<file path="src/rtl/cfg_gate_pkg.sv">
`timescale 1ns/1ps
// Shared constants for the configuration window gate.
// Assumes a 3-bit port offset and byte-wide configuration registers.
package cfg_gate_pkg;
    localparam int OFFS_W = 3;
    localparam int CFG_W  = 8;
    localparam int NSETS  = 2;
    // Offsets decoded while the window is open
    localparam logic [OFFS_W-1:0] OFF_RTIM  = 3'd0;
    localparam logic [OFFS_W-1:0] OFF_WTIM  = 3'd1;
    localparam logic [OFFS_W-1:0] OFF_GATE  = 3'd2;
    localparam logic [OFFS_W-1:0] OFF_CTRL  = 3'd3;
    localparam logic [OFFS_W-1:0] OFF_STRAP = 3'd5;
    localparam logic [OFFS_W-1:0] OFF_MISC  = 3'd6;
    // Offset whose 16-bit reads arm the unlock
    localparam logic [OFFS_W-1:0] OFF_PROBE = 3'd1;
endpackage

</file>
<file path="src/rtl/cfg_unlock_seq.sv">
`timescale 1ns/1ps
// Unlock sequence detector. It counts consecutive 16-bit reads at the
// probe offset, opens the window on the key byte write once enough
// probes are seen, and closes the window on the lock byte write.
// Assumes one access per cycle in which acc_valid is high.
module cfg_unlock_seq
    import cfg_gate_pkg::*;
#(
    parameter int          PROBE_COUNT = 2,
    parameter logic [7:0]  UNLOCK_KEY  = 8'h03,
    parameter logic [7:0]  LOCK_KEY    = 8'h83
) (
    input  logic              clk,
    input  logic              rst_n,
    input  logic              acc_valid,
    input  logic              acc_write,
    input  logic              acc_wide,
    input  logic [OFFS_W-1:0] acc_offs,
    input  logic [CFG_W-1:0]  acc_byte,
    output logic              open_o
);
    localparam int CNT_W = $clog2(PROBE_COUNT + 1);
    localparam logic [CNT_W-1:0] CNT_FULL = CNT_W'(PROBE_COUNT);

    logic             open_q;
    logic [CNT_W-1:0] cnt_q;
    logic             is_probe, is_key, is_lock;

    // Classify the current access
    always_comb begin
        is_probe = !acc_write && acc_wide && (acc_offs == OFF_PROBE);
        is_key   = acc_write && !acc_wide && (acc_offs == OFF_GATE) && (acc_byte == UNLOCK_KEY);
        is_lock  = acc_write && !acc_wide && (acc_offs == OFF_GATE) && (acc_byte == LOCK_KEY);
    end

    // Advance the probe count and open or close the window
    always_ff @(posedge clk) begin
        if (!rst_n) begin
            open_q <= 1'b0;
            cnt_q  <= '0;
        end else if (acc_valid) begin
            if (open_q) begin
                if (is_lock) open_q <= 1'b0;
                cnt_q <= '0;
            end else if (is_probe) begin
                if (cnt_q != CNT_FULL) cnt_q <= cnt_q + 1'b1;
            end else begin
                if (is_key && (cnt_q == CNT_FULL)) open_q <= 1'b1;
                cnt_q <= '0;
            end
        end
    end

    assign open_o = open_q;

    // the window only opens on a key write after a full probe count
    p_open_needs_key_r3: assert property (@(posedge clk) disable iff (!rst_n)
        $rose(open_q) |-> ($past(acc_valid) && $past(is_key) && ($past(cnt_q) == CNT_FULL)));

    // a lock write while open closes the window
    p_lock_closes_r9: assert property (@(posedge clk) disable iff (!rst_n)
        (open_q && acc_valid && is_lock) |=> !open_q);

    // the count never passes its limit
    p_cnt_bound_r4: assert property (@(posedge clk) disable iff (!rst_n)
        cnt_q <= CNT_FULL);
endmodule

</file>
<file path="src/rtl/cfg_regs.sv">
`timescale 1ns/1ps
// Configuration register file behind the window. It holds two timing
// sets, a control byte and a misc byte whose bit 0 picks the set.
// Assumes writes arrive only as qualified by open_i.
module cfg_regs
    import cfg_gate_pkg::*;
#(
    parameter logic [7:0] VERSION = 8'h00
) (
    input  logic                        clk,
    input  logic                        rst_n,
    input  logic                        open_i,
    input  logic                        acc_valid,
    input  logic                        acc_write,
    input  logic [OFFS_W-1:0]           acc_offs,
    input  logic [CFG_W-1:0]            acc_byte,
    output logic [CFG_W-1:0]            rdata_o,
    output logic [NSETS-1:0][CFG_W-1:0] rd_tim_o,
    output logic [NSETS-1:0][CFG_W-1:0] wr_tim_o,
    output logic [CFG_W-1:0]            ctrl_o,
    output logic [CFG_W-1:0]            misc_o
);
    logic [NSETS-1:0][CFG_W-1:0] rd_tim_q, wr_tim_q;
    logic [CFG_W-1:0]            ctrl_q, misc_q;
    logic                        wr_en;
    logic                        sel;

    assign wr_en = open_i && acc_valid && acc_write;
    assign sel   = misc_q[0];

    // One timing set per generate slice, written only when selected
    for (genvar s = 0; s < NSETS; s++) begin : g_set
        always_ff @(posedge clk) begin
            if (!rst_n) begin
                rd_tim_q[s] <= '0;
                wr_tim_q[s] <= '0;
            end else if (wr_en && (sel == s[0])) begin
                if (acc_offs == OFF_RTIM) rd_tim_q[s] <= acc_byte;
                if (acc_offs == OFF_WTIM) wr_tim_q[s] <= acc_byte;
            end
        end
    end

    // Shared control and misc bytes
    always_ff @(posedge clk) begin
        if (!rst_n) begin
            ctrl_q <= '0;
            misc_q <= '0;
        end else if (wr_en) begin
            if (acc_offs == OFF_CTRL) ctrl_q <= acc_byte;
            if (acc_offs == OFF_MISC) misc_q <= acc_byte;
        end
    end

    // Read data mux by offset
    always_comb begin
        case (acc_offs)
            OFF_RTIM:  rdata_o = rd_tim_q[sel];
            OFF_WTIM:  rdata_o = wr_tim_q[sel];
            OFF_CTRL:  rdata_o = ctrl_q;
            OFF_STRAP: rdata_o = VERSION;
            OFF_MISC:  rdata_o = misc_q;
            default:   rdata_o = '0;
        endcase
    end

    assign rd_tim_o = rd_tim_q;
    assign wr_tim_o = wr_tim_q;
    assign ctrl_o   = ctrl_q;
    assign misc_o   = misc_q;

    // without a window write, nothing stored changes
    p_hold_closed_r10: assert property (@(posedge clk) disable iff (!rst_n)
        !(open_i && acc_valid && acc_write) |=>
        ($stable(rd_tim_q) && $stable(wr_tim_q) && $stable(ctrl_q) && $stable(misc_q)));

    // the set not selected is untouched by a timing write
    p_other_set_r8: assert property (@(posedge clk) disable iff (!rst_n)
        (wr_en && !sel) |=> ($stable(rd_tim_q[1]) && $stable(wr_tim_q[1])));
endmodule

</file>
<file path="src/rtl/cfg_window_gate.sv">
`timescale 1ns/1ps
// Top of the configuration window gate. Closed: host accesses pass to
// the drive side unchanged. Open: the drive is cut off and accesses
// reach the configuration registers through the low data byte.
// Assumes one host access per cycle with bus_valid high.
module cfg_window_gate
    import cfg_gate_pkg::*;
#(
    parameter int         DATA_W      = 16,
    parameter int         PROBE_COUNT = 2,
    parameter logic [7:0] UNLOCK_KEY  = 8'h03,
    parameter logic [7:0] LOCK_KEY    = 8'h83,
    parameter logic [7:0] VERSION     = 8'h00
) (
    input  logic              clk,
    input  logic              rst_n,
    input  logic              bus_valid,
    input  logic              bus_write,
    input  logic              bus_wide,
    input  logic [OFFS_W-1:0] bus_offs,
    input  logic [DATA_W-1:0] bus_wdata,
    output logic [DATA_W-1:0] bus_rdata,
    output logic              drv_valid,
    output logic              drv_write,
    output logic              drv_wide,
    output logic [OFFS_W-1:0] drv_offs,
    output logic [DATA_W-1:0] drv_wdata,
    input  logic [DATA_W-1:0] drv_rdata,
    output logic              win_open,
    output logic              set_b,
    output logic [CFG_W-1:0]  rd_tim_a,
    output logic [CFG_W-1:0]  wr_tim_a,
    output logic [CFG_W-1:0]  rd_tim_b,
    output logic [CFG_W-1:0]  wr_tim_b,
    output logic [CFG_W-1:0]  ctrl_byte,
    output logic [CFG_W-1:0]  misc_byte
);
    localparam int PAD_W = DATA_W - CFG_W;

    logic                        open_w;
    logic [CFG_W-1:0]            cfg_rdata;
    logic [NSETS-1:0][CFG_W-1:0] rd_tim_w, wr_tim_w;
    logic [CFG_W-1:0]            misc_w;

    // Sequence detector
    cfg_unlock_seq #(
        .PROBE_COUNT (PROBE_COUNT),
        .UNLOCK_KEY  (UNLOCK_KEY),
        .LOCK_KEY    (LOCK_KEY)
    ) u_seq (
        .clk       (clk),
        .rst_n     (rst_n),
        .acc_valid (bus_valid),
        .acc_write (bus_write),
        .acc_wide  (bus_wide),
        .acc_offs  (bus_offs),
        .acc_byte  (bus_wdata[CFG_W-1:0]),
        .open_o    (open_w)
    );

    // Register file
    cfg_regs #(
        .VERSION (VERSION)
    ) u_regs (
        .clk       (clk),
        .rst_n     (rst_n),
        .open_i    (open_w),
        .acc_valid (bus_valid),
        .acc_write (bus_write),
        .acc_offs  (bus_offs),
        .acc_byte  (bus_wdata[CFG_W-1:0]),
        .rdata_o   (cfg_rdata),
        .rd_tim_o  (rd_tim_w),
        .wr_tim_o  (wr_tim_w),
        .ctrl_o    (ctrl_byte),
        .misc_o    (misc_w)
    );

    // Drive-side pass-through, strobe cut while open
    assign drv_valid = bus_valid && !open_w;
    assign drv_write = bus_write;
    assign drv_wide  = bus_wide;
    assign drv_offs  = bus_offs;
    assign drv_wdata = bus_wdata;

    // Host read data source
    assign bus_rdata = open_w ? {{PAD_W{1'b0}}, cfg_rdata} : drv_rdata;

    assign win_open  = open_w;
    assign misc_byte = misc_w;
    assign set_b     = misc_w[0];
    assign rd_tim_a  = rd_tim_w[0];
    assign wr_tim_a  = wr_tim_w[0];
    assign rd_tim_b  = rd_tim_w[1];
    assign wr_tim_b  = wr_tim_w[1];

    // no drive access while the window is open
    p_drive_cut_r5: assert property (@(posedge clk) disable iff (!rst_n)
        win_open |-> !drv_valid);

    // closed window passes strobe and read data
    p_pass_closed_r2: assert property (@(posedge clk) disable iff (!rst_n)
        !win_open |-> ((drv_valid == bus_valid) && (bus_rdata == drv_rdata)));

    // the strap offset reads the version byte
    p_strap_ver_r7: assert property (@(posedge clk) disable iff (!rst_n)
        (win_open && bus_valid && !bus_write && (bus_offs == OFF_STRAP)) |->
        (bus_rdata == {{PAD_W{1'b0}}, VERSION}));
endmodule

</file>
<file path="config.mk">
export PLATFORM = sky130hd
export DESIGN_NAME = cfg_window_gate
export DESIGN_NICKNAME = d
export VERILOG_FILES = /design/src/rtl/cfg_gate_pkg.sv /design/src/rtl/cfg_unlock_seq.sv /design/src/rtl/cfg_regs.sv /design/src/rtl/cfg_window_gate.sv
export SDC_FILE = /design/constraint.sdc
export NUM_CORES = 1
export LEC_CHECK = 0
export BUFFER_PORTS_ARGS = -buffer_cell sky130_fd_sc_hd__buf_4
export CORE_MARGIN = 3
export CORE_UTILIZATION = 45
export DETAILED_ROUTE_END_ITERATION = 10
export PLACE_DENSITY_LB_ADDON = 0.08
export SLEW_MARGIN = 25
export SYNTH_ARGS = -nofsm -noshare
export SYNTH_HDL_FRONTEND = slang
export SYNTH_HIERARCHICAL = 1
export SYNTH_SLANG_ARGS = --single-unit
</file>
<file path="constraint.sdc">
create_clock -name clk -period 3.4 [get_ports clk]
set_input_delay 0.85 -clock clk [delete_from_list [all_inputs] [get_ports clk]]
set_output_delay 0.85 -clock clk [all_outputs]
set_load 0.02 [all_outputs]
</file>
## After elaboration in Yosys (flattened, before gate mapping)

Cells that the tools add are included.
W data, S select, Z words.

| storage, ports and cells | value |
|---|---|
| bits of input ports | 40 |
| output and inout port bits | 88 |
| flip-flop bits (word level) | 51 |
| logic and storage cells | 56 |

| cells by class | value |
|---|---|
| muxes and demuxes | 13 |
| $lt $le $gt $ge | 1 |
| add/sub/neg operators | 1 |
| bitwise operators | 1 |
| equality and inequality tests | 9 |
| reductions and logical operators | 23 |

Operators by type and width:

| cell | number |
|---|---|
| $mux W8 | 4 |
| $pmux W8 S4 | 1 |
| $mux W16 | 1 |
| $reduce_and A2 Y1 | 7 |
| $logic_and A1 B1 Y1 | 12 |
| $eq A8 B2 Y1 const B | 1 |
| $eq A8 B8 Y1 const B | 1 |
| $eq A3 B2 Y1 const B | 2 |
| $mux W2 | 3 |
| $mux W1 | 4 |
| $eq A3 B1 Y1 const B | 1 |
| $eq A3 B3 Y1 const B | 1 |
| $logic_not A1 Y1 | 3 |
| $logic_not A3 Y1 | 1 |
| $ne A3 B2 Y1 const B | 1 |
| $add A2 B1 Y2 const B | 1 |
| $eq A2 B2 Y1 const B | 1 |
| $lt A1 B2 Y1 const B | 1 |
| $ne A2 B2 Y1 const B | 1 |
| $not A1 Y1 | 1 |

## Logic depth before layout (Yosys ltp)

| depth | value |
|---|---|
| depth in word-level cells | 8 |
| gate-level depth with buffers | 6 |
| mapped depth without buffers | 5 |

## By module

The synthesis kept the hierarchy.

By module, submodules not included:

| module | sequential area each (um2) | cells each | area each (um2) | times used |
|---|---|---|---|---|
| cfg_regs | 960.9 | 220 | 2178.3 | 1 |
| cfg_window_gate | 0.0 | 41 | 342.8 | 1 |
| cfg_unlock_seq | 60.1 | 24 | 231.5 | 1 |

## Worst setup path after synthesis

OpenSTA, ideal clock, no wires.

| timing path | value |
|---|---|
| path kind | in2out |
| start point | input port bus_offs[1] |
| end point | output port bus_rdata[0] |
| path buffers | 2 |
| required time | 2.550 ns |
| setup slack | 0.639 ns |
| arrival time | 1.911 ns |
| stages on the path | 6 |
| cells stage by stage | buf_6 -> or3b_1 -> buf_6 -> o22ai_1 -> a21o_2 -> mux2_2 |

| between the ends | value |
|---|---|
| longest elaborated chain between the ends | 3 |
| elaborated cells on any way between the ends | 6 |
| classes of those cells | 3 x eq/ne; 2 x mux; 1 x reduce/logical |

Ends and longest elaborated chain:

| element | line | source |
|---|---|---|
| from (decl) | cfg_window_gate.sv:20 | `input logic [OFFS_W-1:0] bus_offs,` |
| $eq A3 B3 Y1, or another cell as far along | cfg_regs.sv:57 | `case (acc_offs)` |
| $pmux W8 S4 (*) | cfg_regs.sv:57 |  |
| named net cfg_rdata[0] | cfg_window_gate.sv:41 | `logic [CFG_W-1:0] cfg_rdata;` |
| $mux W16 (*) | cfg_window_gate.sv:87 | `assign bus_rdata = open_w ? {{PAD_W{1'b0}}, cfg_rdata} : drv_rdata;` |
| to (decl) | cfg_window_gate.sv:22 | `output logic [DATA_W-1:0] bus_rdata,` |

The timed path passes the listed nets; every way through them passes the cells marked *.

## Final worst setup path

| timing path | value |
|---|---|
| start point | input port bus_offs[1] |
| end point | output port bus_rdata[5] |

Same word-level chain as after synthesis.

==> flow_summary.json <==
{
  "status": "finished, final reports clean",
  "grt_max_degree": 62,
  "reg2reg_slack_ns": 1.13,
  "htree_levels": 2,
  "synth_cell_types": 36,
  "grt_usage_pct": 21.1,
  "critPathKind": "in -> out",
  "route.detailed.drc": 0,
  "synth-seq-cells": 51,
  "power_per_cell_area_nw_per_um2": 306,
  "wirelength_um": 7680,
  "post_drt_via_cell_ratio": 5.45,
  "io_buffers": 111,
  "gp_congestion": 0.842,
  "clkSlewWorstSetupHoldPaths_ns": 0.09,
  "cp-start-kind": "primary input",
  "finalCritPeriodShare_pct": 92.9,
  "clock_latency_ns": 0.30,
  "ys_seq_area_share_pct": 37.1,
  "cp.required_ns": 2.55,
  "ys_warn_count": 6,
  "final_cell_mix": "113 x buf_4, 64 x mux2i_1, 60 x nand2_1",
  "min_path_cells": 2,
  "slew_viol_final": 0,
  "fin_util_pct": 61.8,
  "fin_worst_skew_ns": 0.00844,
  "endpoint_kind": "primary output",
  "cts-buffers-inserted": 5,
  "area_growth_pct": 28.2,
  "cts_tree": "yes",
  "io_pins": 128,
  "grt_pass1_wl_um": 12000,
  "drv_cap": 0,
  "nets": 408,
  "core_area_um2": 5710,
  "ctsHoldBuffers": 0,
  "total_leakage_power_uw": 0.00142,
  "wl_per_cell_um": 17.4,
  "n_fill_cell": 509,
  "path_max_fanout": 14,
  "avgSynthCellArea_um2": 9.66,
  "hold_class": "reg -> reg",
  "cts_sinks": 51,
  "reg2reg_to": "u_regs/wr_tim_o[3]",
  "fin_crit_ns": 3.16,
  "root_buffer": "clkbuf_8",
  "slew_headroom_pct": 34.1,
  "irDropWorstVdd_uv": 212,
  "drive_gt1_share_pct": 38.6,
  "ant_nets": 0,
  "setup_violations": 0,
  "ff2ff_path_depth": 3,
  "tns_ns": 0,
  "place_area_um2": 3440,
  "rsz0062_at_grt": "false",
  "finish.instance_area_um2": 3530,
  "cts_setup_buffers": 0,
  "ctsResizeCount": 0,
  "first_global_vias": 2255,
  "power_uw": 1080,
  "dp.cells": 432,
  "fmax_ghz": 0.317,
  "overflow": 0,
  "syn_area_um2": 2750,
  "first_iter_violations": 145,
  "hpwl_um": 5500,
  "antenna_found_initial": 0,
  "first_pass_iters": 4,
  "fp-row-count": 27,
  "dieArea_um2": 7090,
  "die_y_um": 84.2,
  "crit_start": "bus_offs[1]",
  "clk_path_buf_depth": 2,
  "vias": 2398,
  "crit_arrival_ns": 2.31,
  "fin_cells": 440,
  "reg2reg_from": "u_seq/open_o",
  "final_common_cell": "buf_4",
  "syn-num-nets": 326,
  "hold_viol": 0,
  "worst_pin_slew_ns": 0.987,
  "start_util_pct": 48.2,
  "die_w_um": 84.2,
  "n_antenna_cell": 0,
  "synth_cells": 285,
  "cp-endpoint": "bus_rdata[5]"
}
logic make-up after synthesis:
group	share of synthesized area, %
simple gates	17.3
mux	26.7
flops	37.1
buf+inv	10.0
compound gates	8.50
fa+ha+maj	0.454
state kept, by name, summed over array words and instances, names as in the netlist:
signal           flops
u_seq/cnt_q          2
u_seq/open_o         1
u_regs/ctrl_o        8
u_regs/misc_o        8
u_regs/rd_tim_o     16
u_regs/wr_tim_o     16
layout make-up:
class | instances | area, um2 | area share, %
Clock buffer | 6 | 72.6 | 2.06
Inverter | 2 | 7.51 | 0.213
Timing Repair Buffer | 114 | 868 | 24.6
Multi-Input combinational cell | 193 | 1460 | 41.3
Clock inverter | 2 | 12.5 | 0.355
Tap cell | 72 | 90.1 | 2.55
Sequential cell | 51 | 1020 | 28.9
worst max-delay path: stages:
cell and delay, ns:
buf_4 0.18, or3b_1 0.45, o22ai_1 0.20, a21o_2 0.21, mux2_2 0.26, buf_4 0.16
metrics by stage:
step	worst slack (ns)	hold WS (ns)
final	0.242	0.480
after global routing	0.180	0.491
after CTS	0.261	0.479
after detailed placement	0.274	0.464
after global placement	0.284	0.460
after floorplan	0.639	0.460
cell usage after synthesis:
library cell	count	area (um2)
buf_4	22	165
nor2_2	2	12.5
nand2b_2	1	8.76
nand4_1	3	18.8
nor4b_1	2	17.5
or4b_1	1	10.0
a41o_2	1	11.3
buf_2	4	20.0
clkbuf_1	7	26.3
mux2_2	7	78.8
nand3_1	1	5.00
o22ai_2	1	12.5
nor3_4	2	32.5
nand2_1	60	225
a21o_1	4	30.0
a21o_2	4	35.0
buf_6	3	33.8
a22o_1	8	70.1
o31a_1	1	8.76
nor3b_1	2	15.0
o22ai_1	8	50.1
nor4bb_1	2	20.0
inv_1	2	7.51
and2b_1	1	7.51
buf_8	1	15.0
nor2b_1	11	68.8
or3_1	1	6.26
dfxtp_1	51	1020
or3b_1	1	8.76
buf_1	2	7.51
o32ai_2	1	16.3
ha_1	1	12.5
mux2i_1	64	641
and3_1	1	6.26
and4bb_2	1	12.5
mux2_4	1	15.0
how the worst min path moves through the flow:
stage | end | startpoint | slack [ns]
floorplan | u_seq/cnt_q[0] | u_seq/cnt_q[0] | 0.46
global placement | u_regs/wr_tim_o[9] | u_regs/wr_tim_o[9] | 0.46
detailed placement | u_regs/wr_tim_o[9] | u_regs/wr_tim_o[9] | 0.46
CTS | u_regs/wr_tim_o[9] | u_regs/wr_tim_o[9] | 0.48
global route | u_regs/rd_tim_o[8] | u_regs/rd_tim_o[8] | 0.49
finish | u_regs/rd_tim_o[6] | u_regs/rd_tim_o[6] | 0.48
power by group:
group          internal, uW  switching (uW)
Combinational          59.4            79.0
Sequential              597          0.0481
Clock                   144             199
Total                   801             278
layer usage:
| layer | GRT usage [%] | part of all wire [%] | wire (um) |
|---|---|---|---|
| met2 | 34.1 | 46 | 3520 |
| met1 | 28.5 | 44 | 3390 |
| met5 | 0 | 0 | 0 |
| met4 | 4.68 | 0.51 | 39 |
| met3 | 5.40 | 9.4 | 723 |
No activity file was read; power rests on OpenSTA's default activity.
